$ cat src/rtl/bitmem_pkg.sv
`timescale 1ns/1ps
package bitmem_pkg;

   typedef enum logic [2:0] {
      BOP_READ   = 3'd0,
      BOP_SET    = 3'd1,
      BOP_CLR    = 3'd2,
      BOP_CPL    = 3'd3,
      BOP_WCARRY = 3'd4,
      BOP_TCLR   = 3'd5,
      BOP_RSV6   = 3'd6,
      BOP_RSV7   = 3'd7
   } bop_e;

   typedef enum logic [2:0] {
      ST_IDLE = 3'd0,
      ST_RD   = 3'd1,
      ST_WAIT = 3'd2,
      ST_WR   = 3'd3,
      ST_DONE = 3'd4
   } acc_state_e;

   // Operations that always write back, whatever the old bit was
   function automatic logic bop_always_writes(input bop_e op);
      return (op == BOP_SET) || (op == BOP_CLR) || (op == BOP_CPL) || (op == BOP_WCARRY);
   endfunction

endpackage

$ cat src/rtl/bitmem_addr_map.sv
`timescale 1ns/1ps
module bitmem_addr_map #(
   parameter int BIT_AW   = 8,
   parameter int BYTE_W   = 8,
   parameter int RAM_BASE = 32
) (
   input  logic [BIT_AW-1:0]         bit_addr,
   output logic [BIT_AW-1:0]         byte_addr,
   output logic [$clog2(BYTE_W)-1:0] bit_idx,
   output logic                      upper
);
   localparam int IDX_W = $clog2(BYTE_W);
   localparam int ROW_W = BIT_AW - 1 - IDX_W;
   localparam int ROWS  = 2 ** ROW_W;
   localparam logic [BIT_AW-1:0] BASE = BIT_AW'(RAM_BASE);

   // elaboration-time parameter checks
   if (ROW_W < 1) begin : g_bad_width
      $error("bitmem_addr_map: BIT_AW too small for BYTE_W");
   end
   if (RAM_BASE < 0 || RAM_BASE + ROWS > 2 ** (BIT_AW - 1)) begin : g_bad_base
      $error("bitmem_addr_map: packed RAM rows overlap the register half");
   end

   logic [ROW_W-1:0]  row;
   logic [BIT_AW-1:0] ram_byte;

   assign row = bit_addr[BIT_AW-2:IDX_W];

   // aligned base: row bits simply replace the low base bits; otherwise add
   if ((RAM_BASE % ROWS) == 0) begin : g_concat
      assign ram_byte = {BASE[BIT_AW-1:ROW_W], row};
   end else begin : g_adder
      assign ram_byte = BASE + BIT_AW'(row);
   end

   always_comb begin
      upper   = bit_addr[BIT_AW-1];
      bit_idx = bit_addr[IDX_W-1:0];
      if (upper) begin
         byte_addr = {bit_addr[BIT_AW-1:IDX_W], {IDX_W{1'b0}}};
      end else begin
         byte_addr = ram_byte;
      end
   end

endmodule

$ cat src/rtl/bitmem_modify.sv
`timescale 1ns/1ps
module bitmem_modify
   import bitmem_pkg::*;
#(
   parameter int BYTE_W = 8
) (
   input  logic [BYTE_W-1:0]         old_byte,
   input  logic [$clog2(BYTE_W)-1:0] idx,
   input  bop_e                      op,
   input  logic                      carry,
   output logic [BYTE_W-1:0]         new_byte,
   output logic                      old_bit,
   output logic                      wr_need
);
   localparam int IDX_W = $clog2(BYTE_W);

   logic new_bit;

   always_comb begin
      old_bit = old_byte[idx];
      unique case (op)
         BOP_SET:    new_bit = 1'b1;
         BOP_CLR:    new_bit = 1'b0;
         BOP_CPL:    new_bit = ~old_bit;
         BOP_WCARRY: new_bit = carry;
         BOP_TCLR:   new_bit = 1'b0;
         default:    new_bit = old_bit;
      endcase
      wr_need = bop_always_writes(op) || ((op == BOP_TCLR) && old_bit);
   end

   // one lane per bit of the byte: only the selected lane takes the new value
   for (genvar g = 0; g < BYTE_W; g++) begin : g_lane
      assign new_byte[g] = (idx == IDX_W'(g)) ? new_bit : old_byte[g];
   end

endmodule

$ cat src/rtl/bitmem_ctrl.sv
`timescale 1ns/1ps
module bitmem_ctrl
   import bitmem_pkg::*;
#(
   parameter int RD_LAT = 1
) (
   input  logic clk,
   input  logic rst_n,
   input  logic start,
   input  logic wr_need,
   output logic ready,
   output logic rd_en,
   output logic capture,
   output logic wr_en,
   output logic done
);
   if (RD_LAT < 1) begin : g_bad_lat
      $error("bitmem_ctrl: RD_LAT must be at least 1");
   end

   acc_state_e st, st_nx;
   logic       lat_hit;

   if (RD_LAT == 1) begin : g_lat_one
      assign lat_hit = 1'b1;
   end else begin : g_lat_cnt
      localparam int CW = $clog2(RD_LAT + 1);
      logic [CW-1:0] cnt;
      always_ff @(posedge clk or negedge rst_n) begin
         if (!rst_n) begin
            cnt <= '0;
         end else if (st == ST_RD) begin
            cnt <= CW'(1);
         end else if (st == ST_WAIT && !lat_hit) begin
            cnt <= cnt + CW'(1);
         end
      end
      assign lat_hit = (cnt == CW'(RD_LAT));
   end

   always_comb begin
      st_nx = st;
      unique case (st)
         ST_IDLE: if (start) st_nx = ST_RD;
         ST_RD:   st_nx = ST_WAIT;
         ST_WAIT: if (lat_hit) st_nx = wr_need ? ST_WR : ST_DONE;
         ST_WR:   st_nx = ST_DONE;
         ST_DONE: st_nx = ST_IDLE;
         default: st_nx = ST_IDLE;
      endcase
   end

   always_ff @(posedge clk or negedge rst_n) begin
      if (!rst_n) st <= ST_IDLE;
      else        st <= st_nx;
   end

   assign ready   = (st == ST_IDLE);
   assign rd_en   = (st == ST_RD);
   assign capture = (st == ST_WAIT) && lat_hit;
   assign wr_en   = (st == ST_WR);
   assign done    = (st == ST_DONE);

   assert_busy_R11: assert property (@(posedge clk) disable iff (!rst_n)
      start |=> !ready) else $error("accepted request left ready high");

   assert_done_ready_R11: assert property (@(posedge clk) disable iff (!rst_n)
      done |=> ready) else $error("ready not back after done");

   assert_excl_R13: assert property (@(posedge clk) disable iff (!rst_n)
      !(rd_en && wr_en)) else $error("read and write in one cycle");

   assert_wr_done_R5: assert property (@(posedge clk) disable iff (!rst_n)
      wr_en |=> done) else $error("write not followed by done");

endmodule

$ cat src/rtl/bitmem_access_unit.sv
`timescale 1ns/1ps
module bitmem_access_unit
   import bitmem_pkg::*;
#(
   parameter int BIT_AW   = 8,
   parameter int BYTE_W   = 8,
   parameter int RAM_BASE = 32,
   parameter int RD_LAT   = 1
) (
   input  logic              clk,
   input  logic              rst_n,
   input  logic              req_valid,
   output logic              req_ready,
   input  logic [2:0]        req_op,
   input  logic [BIT_AW-1:0] req_bit_addr,
   input  logic              req_carry,
   output logic              done,
   output logic              bit_out,
   output logic [BIT_AW-1:0] mem_addr,
   output logic              mem_rd_en,
   output logic              mem_wr_en,
   output logic [BYTE_W-1:0] mem_wdata,
   input  logic [BYTE_W-1:0] mem_rdata
);
   localparam int IDX_W = $clog2(BYTE_W);
   localparam int ROWS  = 2 ** (BIT_AW - 1 - IDX_W);

   if (BYTE_W < 2 || (2 ** IDX_W) != BYTE_W) begin : g_bad_byte
      $error("bitmem_access_unit: BYTE_W must be a power of two");
   end

   logic              start;
   logic [BIT_AW-1:0] map_byte;
   logic [IDX_W-1:0]  map_idx;
   logic              map_upper;

   bop_e              op_q;
   logic              carry_q;
   logic              upper_q;
   logic [BIT_AW-1:0] addr_q;
   logic [IDX_W-1:0]  idx_q;
   logic [BYTE_W-1:0] rbyte_q;
   logic [BYTE_W-1:0] wbyte_q;
   logic              bit_q;

   logic              capture;
   logic              wr_need;
   logic              mod_old_bit;
   logic [BYTE_W-1:0] mod_byte;

   assign start = req_valid && req_ready;

   bitmem_addr_map #(
      .BIT_AW   (BIT_AW),
      .BYTE_W   (BYTE_W),
      .RAM_BASE (RAM_BASE)
   ) u_map (
      .bit_addr  (req_bit_addr),
      .byte_addr (map_byte),
      .bit_idx   (map_idx),
      .upper     (map_upper)
   );

   // request latch
   always_ff @(posedge clk or negedge rst_n) begin
      if (!rst_n) begin
         op_q    <= BOP_READ;
         carry_q <= 1'b0;
         upper_q <= 1'b0;
         addr_q  <= '0;
         idx_q   <= '0;
      end else if (start) begin
         op_q    <= bop_e'(req_op);
         carry_q <= req_carry;
         upper_q <= map_upper;
         addr_q  <= map_byte;
         idx_q   <= map_idx;
      end
   end

   bitmem_modify #(
      .BYTE_W (BYTE_W)
   ) u_mod (
      .old_byte (mem_rdata),
      .idx      (idx_q),
      .op       (op_q),
      .carry    (carry_q),
      .new_byte (mod_byte),
      .old_bit  (mod_old_bit),
      .wr_need  (wr_need)
   );

   // read-data capture
   always_ff @(posedge clk or negedge rst_n) begin
      if (!rst_n) begin
         rbyte_q <= '0;
         wbyte_q <= '0;
         bit_q   <= 1'b0;
      end else if (capture) begin
         rbyte_q <= mem_rdata;
         wbyte_q <= mod_byte;
         bit_q   <= mod_old_bit;
      end
   end

   bitmem_ctrl #(
      .RD_LAT (RD_LAT)
   ) u_ctrl (
      .clk     (clk),
      .rst_n   (rst_n),
      .start   (start),
      .wr_need (wr_need),
      .ready   (req_ready),
      .rd_en   (mem_rd_en),
      .capture (capture),
      .wr_en   (mem_wr_en),
      .done    (done)
   );

   assign mem_addr  = addr_q;
   assign mem_wdata = wbyte_q;
   assign bit_out   = bit_q;

   assert_ram_rows_R2: assert property (@(posedge clk) disable iff (!rst_n)
      (mem_rd_en && !upper_q) |->
         (int'(mem_addr) >= RAM_BASE && int'(mem_addr) < RAM_BASE + ROWS))
      else $error("lower-region read outside packed RAM rows");

   assert_sfr_align_R3: assert property (@(posedge clk) disable iff (!rst_n)
      (mem_rd_en && upper_q) |->
         (mem_addr[BIT_AW-1] && mem_addr[IDX_W-1:0] == '0))
      else $error("upper-region read not on an aligned register");

   assert_one_bit_R5: assert property (@(posedge clk) disable iff (!rst_n)
      mem_wr_en |-> ($countones(mem_wdata ^ rbyte_q) <= 1))
      else $error("write changes more than one bit");

   assert_tclr_R9: assert property (@(posedge clk) disable iff (!rst_n)
      (mem_wr_en && op_q == BOP_TCLR) |-> (!mem_wdata[idx_q] && bit_q))
      else $error("test-and-clear wrote wrongly");

   assert_ro_nowrite_R12: assert property (@(posedge clk) disable iff (!rst_n)
      mem_wr_en |-> !(op_q inside {BOP_READ, BOP_RSV6, BOP_RSV7}))
      else $error("read-class op issued a write");

endmodule

$ cat config.mk
export PLATFORM = sky130hd
export DESIGN_NAME = bitmem_access_unit
export DESIGN_NICKNAME = d
export VERILOG_FILES = /design/src/rtl/bitmem_pkg.sv /design/src/rtl/bitmem_addr_map.sv /design/src/rtl/bitmem_modify.sv /design/src/rtl/bitmem_ctrl.sv /design/src/rtl/bitmem_access_unit.sv
export SDC_FILE = /design/constraint.sdc
export NUM_CORES = 1
export LEC_CHECK = 0
export ABC_AREA = 1
export CORE_MARGIN = 8
export CORE_UTILIZATION = 30
export DETAILED_ROUTE_END_ITERATION = 8
export DONT_BUFFER_PORTS = 1
export GPL_TIMING_DRIVEN = 0
export PLACE_DENSITY = 0.41
export SLEW_MARGIN = 20
export SYNTH_ARGS = -nofsm -noshare
export SYNTH_HDL_FRONTEND = slang
export SYNTH_SLANG_ARGS = --single-unit
$ cat constraint.sdc
create_clock -name clk -period 1.85 [get_ports clk]
set_input_delay 0.2775 -clock clk [delete_from_list [all_inputs] [get_ports clk]]
set_output_delay 0.2775 -clock clk [all_outputs]
set_load 0.005 [all_outputs]
* Word-level counts from Yosys, hierarchy flattened
Cells that the tools add are included.
W data, S select, Z words.
** Operators by class
- Order comparisons :: 1
- Equality and inequality tests :: 17
- Muxes and demuxes :: 15
- Bitwise logic cells :: 1
- Reduce and logical (&&, ||, !) cells :: 9
** Operators by type and width (count)
- $eq A3 B3 Y1 const B :: 7
- $eq A3 B2 Y1 const B :: 6
- $pmux W3 S4 :: 1
- $eq A3 B1 Y1 const B :: 3
- $mux W1 :: 9
- $mux W8 :: 1
- $logic_not A3 Y1 :: 2
- $mux W3 :: 2
- $logic_or A1 B1 Y1 :: 4
- $lt A3 B4 Y1 const B :: 1
- $pmux W1 S4 :: 1
- $bmux W1 S3 :: 1
- $logic_and A1 B1 Y1 :: 2
- $ne A2 B1 Y1 const B :: 1
- $reduce_or A2 Y1 :: 1
- $not A1 Y1 :: 1
** Word-level totals
- Register bits after elaboration :: 27
- Input port bits :: 23
- Output and inout port bits :: 21
- Word-level logic and storage cells :: 50

* Logic depth before layout (Yosys ltp)
Gate-level depths: netlist of the first run.
- Word-level depth :: 7
- Mapped depth :: 11
- Gate-level depth less buffers :: 10

* Hierarchy
From an unflattened synthesis of the first run, not the netlist that was laid out.
** Second synthesis, totals
- Cells, all modules :: 224
- Area total of the unflattened synthesis :: 1640.3 um^2
** Modules (own cells, without submodules)
- bitmem_access_unit :: times used 1, cells an instance 105, area an instance 1011.0 um^2, seq. area each 600.6 um^2
- bitmem_modify :: times used 1, cells an instance 73, area an instance 352.8 um^2, seq. area each 0.0 um^2
- bitmem_ctrl :: times used 1, cells an instance 25, area an instance 171.4 um^2, seq. area each 75.1 um^2
- bitmem_addr_map :: times used 1, cells an instance 21, area an instance 105.1 um^2, seq. area each 0.0 um^2

* Least setup slack after synthesis of the first run
No wires, ideal clock.
- Path type :: register to register
- From :: register idx_q[0]
- To :: register wbyte_q[0], in the netlist mem_wdata[0]
- Library setup time :: 0.116 ns
- Data arrival time :: 1.113 ns
- Required time :: 1.734 ns
- Slack :: 0.620 ns
- Cell stages (with the launch flop) :: 12
- Path buffers :: 1
- Period minus slack after synthesis :: 1.230 ns
- Path through :: dfrtp_1 buf_6 inv_4 nand2_1 nand2_1 nand2_1 nand3_2 nand3_2 nand2_4 nand4_1 nand2_1 nand2_1
** On the way
- Cells in the longest elaborated chain, start to end :: 5
- Elaborated cells on any way between the ends :: 6
- Those cells by class :: 4 x mux; 1 x bitwise; 1 x reduce/logical
** RTL lines
- start, declared :: line bitmem_access_unit.sv:41 : logic [IDX_W-1:0] idx_q;
- start signal, assigned :: line bitmem_access_unit.sv:77 : idx_q <= map_idx;
- $bmux W1 S3 :: line bitmem_modify.sv:20 : old_bit = old_byte[idx];
- $mux W1 (implied by the code) :: line bitmem_modify.sv:20
- $not A1 Y1 :: line bitmem_modify.sv:24 : BOP_CPL: new_bit = ~old_bit;
- $pmux W1 S4 :: line bitmem_modify.sv:21 : unique case (op)
- $mux W1 (*) :: line bitmem_modify.sv:34 : assign new_byte[g] = (idx == IDX_W'(g)) ? new_bit : old_byte[g];
- end signal, assigned :: line bitmem_access_unit.sv:101 : wbyte_q <= mod_byte;
- end, declared :: line bitmem_access_unit.sv:43 : logic [BYTE_W-1:0] wbyte_q;
Every way passes the cells marked *; elsewhere a longest branch is shown, timed or not. The select of a mux whose other input is x is not followed.
A chain may end at the register's enable or synchronous reset.

* Final worst setup path of the first run
- From :: register idx_q[0]
- To :: register wbyte_q[7], in the netlist mem_wdata[7]
Same word-level chain as after synthesis.

==> summary.txt, run 1 <==
RSZ-0062 raised after global routing: false
Maximum vdd drop: 0.000421 V
Detail Route Antenna Nets: 0
Slew Limit Headroom: 77.7%
Syn_nets: 205
Worst path most repeated cell: nand2_1
Worst path buffer plus inverter count: 2
Non-Filler Instances: 242
Placer congestion estimate: 0.755
Die Y: 84.7 um
CTS clk-pin slew, worst paths: 0.10 ns
Clock sinks: 27
Design Power: 2.62 mW
Final HPWL DP: 2850 um
Initial core utilization: 30.5%
Initial antenna violation count: 0
Routed length per instance: 14.7 um
Nets: 212
Worst path max stage delay: 0.38 ns
Fin crit period: 1.40 ns
Pwr Density: 1680 nW/um^2
Delay-heaviest family, CP: simple AND/OR/NAND/NOR gates
GRT Total Usage: 10.4%
Share of layout cells above drive strength 1: 13.3%
YS warnings: 0
# Post-CTS Setup Buffers: 0
R2R Path Start: idx_q[0]
FF-to-FF path depth: 11
Number of buffers on the longest clock path: 2
Worst min path class: in2reg
First-pass GRT wire length: 5980 um
DR iter-0 viols: 61
Post-synth design cell area: 1410 sq um
Post-synthesis to final-layout area growth: 10.1%
Drt pass-1 iters: 4
Area of the multi-input gates: 647 sq um
Gr ovfl total: 0
Antenna diodes: 0
Slew Limit Fails: 0
Critical Path Slowest Stage Cell: dfrtp_1
R2R Setup Slk: 0.45 ns
Worst-skew pair later-pin latency: 0.28 ns
CTS tree: yes
Max FO, Critical Path: 8
Die Width: 84.7 um
DR vias: 1,166
Num CTS Buffers: 3
Worst r2r dst: mem_wdata[7]
Number of global-route vias before repair: 1,135
Final WL: 3560 um
Setup Skew: 0.00620 ns
CP Cell Sequence: buf_6 > inv_4 > nand2_1 > nand2_1 > nand2_1 > nand3_2 > nand3_2 > nand2_4 > nand4_1 > nand2_1 > nand2_1
WP data required: 2.02 ns
Fin util: 33.6%
Row Count: 25
Input/output buffers: 0
Run status: completed
Number of fill cells: 514
Final hold violation count: 0
Kind of critical path: reg2reg
Register area: 676 sq um
WHS Endpoint: carry_q
Average instance area after synthesis: 7.77 sq um
Routed vias/inst: 4.82
Worst-Margin Slew: 0.334 ns
Final Cycle Share: 75.5%
IO Count: 44
Setup WS post-layout: 0.454 ns
Largest net degree at the start of global routing: 28
Post-Route Setup TNS: 0 ns
DRC viols: 0
Sequential area share after synthesis: 47.8%
Library cells used by synthesis: 21
Mapped Cells: 182
Arr. time, crit path: 1.57 ns
H-Tree Level Count: 1
Fmax: 0.716 GHz
Worst setup SP type: flop
Placed Instances: 236
Core ar.: 4630 sq um
Hold Crit Depth: 2
Crit end category: flop
Root Driver: clkbuf_8
Die Area: 7170 sq um
Max Cap Violations: 0
Worst Min Path Start: req_carry
P_leak: 0.761 nW
Final setup viols: 0
Post-place setup slack: 0.457 ns
FF+latch count, synth: 27
-- flip-flops by register name (all words and copies together) (netlist names) --
name	flops
bit_out	1
carry_q	1
idx_q	3
mem_addr	8
mem_wdata	8
op_q	3
u_ctrl.st	3
-- worst max-delay path by stage --
stage / cells past startpoint / start / slack [ns] / end
final: 11 / idx_q[0] / 0.45 / mem_wdata[7]
after global routing: 11 / idx_q[0] / 0.32 / mem_wdata[7]
after CTS: 11 / idx_q[0] / 0.44 / mem_wdata[7]
after detailed placement: 11 / idx_q[0] / 0.46 / mem_wdata[7]
after global placement: 8 / idx_q[2] / 0.47 / mem_wdata[7]
after floorplan: 11 / idx_q[0] / 0.62 / mem_wdata[0]
-- layout by cell type, fill, tap and decap left out, drive strengths merged --
cell	Yosys	routed
nand2	69	69
dfrtp	27	27
nor2	26	26
inv	16	16
o21ai	13	13
nand3	9	9
nand4	8	8
o21ba	5	5
buf	4	5
clkbuf	0	4
a21oi	2	2
o21a	1	1
o22a	1	1
a22o	1	1
dlygate4sd3	0	1
-- stage by stage --
stage               cell area (sq um)  hold WS [ns]
floorplan                        1410       -0.0181
global placement                 1480       -0.0171
detailed placement               1480       -0.0169
CTS                              1560        0.0968
global route                     1560        0.0938
finish                           1560         0.106
-- Yosys cell counts --
cell type | n | area [sq um]
o21a_1 | 1 | 7.51
nand3_2 | 5 | 50.1
nand2_4 | 1 | 11.3
o21ba_2 | 5 | 50.1
nor2_1 | 25 | 93.8
inv_4 | 1 | 6.26
inv_2 | 2 | 7.51
buf_2 | 2 | 10.0
inv_1 | 13 | 48.8
nand2_1 | 66 | 248
a21oi_1 | 2 | 10.0
o21ai_0 | 13 | 65.1
a22o_1 | 1 | 8.76
nand3_1 | 4 | 20.0
nand4_1 | 8 | 50.1
buf_4 | 1 | 7.51
dfrtp_1 | 27 | 676
buf_6 | 1 | 11.3
o22a_1 | 1 | 8.76
nand2_2 | 2 | 12.5
nor2_4 | 1 | 11.3
-- power by group --
group          leakage (nW)  switching, mW  total (mW)  internal, mW
clock                0.0228          0.190       0.345         0.155
sequential            0.336          0.252        1.12         0.872
combinational         0.403          0.723        1.15         0.428
total                 0.761           1.16        2.62          1.45
-- worst reg2reg max path, delay by kind of cell, from the launching register on --
kind                   cells  cell delay (ns)
AND/OR/NAND/NOR            9             0.71
flip-flops                 1             0.38
buffers and inverters      2             0.20
-- layout make-up --
class                   count  share of cell area (%)
plain buffers               4                    1.85
clock buffers               4                    2.89
inverters                  16                    4.02
multi-input cells         135                    41.6
flip-flops and latches     27                    43.4
well taps                  54                    4.34
repair buffers              2                    1.93
-- what timing repair did --
action                                 4_1_cts  5_1_grt
endpoints found under the hold margin       27        0
gates resized for setup                      0        0
hold buffers                                 2        0
-- per-layer routing --
layer	up-vias	share of wire, %	global-route usage (%)
met5	-	0	0
met4	0	1.3	3.88
met3	5	10	4.88
met2	37	46	16.3
met1	534	42	12.1
li1	590	-	-
-- kinds of logic (layout without fill, tap and decap cells) --
group	after synthesis	in the layout	share of synthesized area [%]
DFF	27	27	47.8
buffers and inverters	20	26	6.46
AOI/OAI and AO/OA	23	23	10.6
and+or+nand+nor	112	112	35.1
No activity file was read; power rests on OpenSTA's default activity.
==> inputs of run 2 (changes only) <==
==> constraint.sdc (replaced) <==
create_clock -name clk -period 1.3 [get_ports clk]
set_input_delay 0.195 -clock clk [delete_from_list [all_inputs] [get_ports clk]]
set_output_delay 0.195 -clock clk [all_outputs]
set_load 0.005 [all_outputs]
==> run 2 against run 1 <==
Die area stayed put. Critical path depth stayed put. Largest cell class is now multi-input combinational cells. Global-route usage grew 0.20 points. Non-clock buffer count is 8 higher. The flow now finishes with violations (negative setup slack). First-iteration DRC count is 18% lower. Sequential power grew 43%.
==> summary.txt, run 2 (synthesized netlist as in run 1, its figures left out) <==
Flop pwr share: 38.8%
Run status: finished with violations
Logic gate share of total power: 49.0%
Share of layout cells above drive strength 1: 24.0%
Routed length per instance: 15.3 um
DR vias: 1,222
Placed Area: 1480 sq um
Clock sinks: 27
CTS clk-pin slew, worst paths: 0.10 ns
Final HPWL DP: 2850 um
Slew Limit Fails: 0
Worst r2r dst: mem_wdata[7]
Clock power frac: 12.2%
Worst min path class: in2reg
Setup Skew: 0.0105 ns
Leading cell type in the layout, fill and taps excluded: nand2_1
GRT Total Usage: 10.6%
Design Power: 4.13 mW
Most frequent cells in the layout: nand2_1 (62), dfrtp_1 (26), nor2_1 (23)
Gr ovfl total: 0
Row Count: 25
Sw Ratio: 44.5%
Pwr Density: 2440 nW/um^2
Initial antenna violation count: 0
FF-to-FF path depth: 11
R2R Path Start: idx_q[0]
Worst Min Path Start: req_carry
Routed vias/inst: 4.89
Number of buffers on the longest clock path: 2
DR iter-0 viols: 50
Final setup viols: 9
R2R Setup Slk: -0.12 ns
Num CTS Buffers: 3
Number of global-route vias before repair: 1,157
Arr. time, crit path: 1.60 ns
Final hold violation count: 0
Input/output buffers: 0
Hold Slack: 0.0168 ns
Detail Route Antenna Nets: 0
Slew Limit Headroom: 77.4%
Initial core utilization: 30.5%
RSZ-0062 raised after global routing: true
Post-synthesis to final-layout area growth: 19.6%
Antenna diodes: 0
Placed Instances: 236
Failing checks: negative setup slack
Worst setup SP type: flop
Drt pass-1 iters: 4
Fin util: 36.5%
P_sw: 1.84 mW
Hold Crit Depth: 2
First-pass GRT wire length: 6090 um
Post-Route Setup TNS: -0.599 ns
Die Width: 84.7 um
Root Driver: clkbuf_8
WHS Endpoint: carry_q
Worst-skew pair later-pin latency: 0.28 ns
DRC viols: 0
Maximum vdd drop: 0.000688 V
CTS tree: yes
Die Area: 7170 sq um
Non-Filler Instances: 250
Placer congestion estimate: 0.755
Kind of critical path: reg2reg
Post-place setup slack: -0.0931 ns
Worst-Margin Slew: 0.338 ns
Largest net degree at the start of global routing: 28
Fmax: 0.702 GHz
P_int: 2.29 mW
Max Cap Violations: 0
H-Tree Level Count: 1
Max FO, Critical Path: 8
Final instance area: 1690 sq um
Final Cycle Share: 110%
Crit end category: flop
Fin crit period: 1.42 ns
Setup WS post-layout: -0.125 ns
IO Count: 44
Nets: 220
Die Y: 84.7 um
WP data required: 1.47 ns
Core ar.: 4630 sq um
Final WL: 3830 um
P_leak: 0.820 nW
run 2: cell types whose count changed in the layout (fill, tap and decap cells not counted), moves of 4 or more:
cell     change
o21ai_0      -8
inv_1        -4
nand2_1      -4
o21ai_1      +6
buf_6        +4
buf_4        +6
run 2: final cells by class:
type	instances	area, sq um
Inverter	16	72.6
Fill cell	506	2940
Clock buffer	4	45.0
Multi-Input combinational cell	135	689
Tap cell	54	67.6
Sequential cell	27	677
Buffer	4	41.3
Timing Repair Buffer	10	97.6
run 2: worst max-delay path: stages, from the launching register on:
cell     delay [ns]
dfrtp_1        0.38
buf_6          0.13
inv_6          0.07
nand2_2        0.04
nand2_1        0.06
nand2_1        0.06
nand3_2        0.10
nand3_2        0.09
nand2_4        0.12
nand4_1        0.09
nand2_1        0.12
nand2_1        0.06
run 2: worst max-delay path by stage:
stage | from | end | slack (ns)
after floorplan | idx_q[0] | mem_wdata[0] | 0.07
after global placement | idx_q[2] | mem_wdata[7] | -0.08
after detailed placement | idx_q[0] | mem_wdata[7] | -0.09
after CTS | idx_q[0] | mem_wdata[7] | -0.09
after global routing | idx_q[0] | mem_wdata[7] | -0.21
final | idx_q[0] | mem_wdata[7] | -0.12
run 2: routing by layer:
metal	track usage, %	part of all wire, %	vias to the layer above
met2	16.7	48	41
met3	4.88	9.5	7
met4	4.21	1.3	0
met5	0	0	-
li1	-	-	609
met1	12.2	41	565
run 2: power groups by stage:
stage	clock network [mW]	registers, mW	logic (mW)
after floorplan	0	1.52	1.35
after global placement	0	1.63	1.61
after detailed placement	0	1.63	1.64
after CTS	0.512	1.61	1.85
after global routing	0.548	1.68	2.29
final	0.503	1.60	2.02
run 2: what timing repair did:
item                       4_1_cts  5_1_grt
setup endpoints to repair       19       27
gates cloned                     0        2
pin swaps                        2        9
setup buffers                    5        1
resized for setup               10       28
hold buffers                     2        0
hold endpoints to repair        27        0
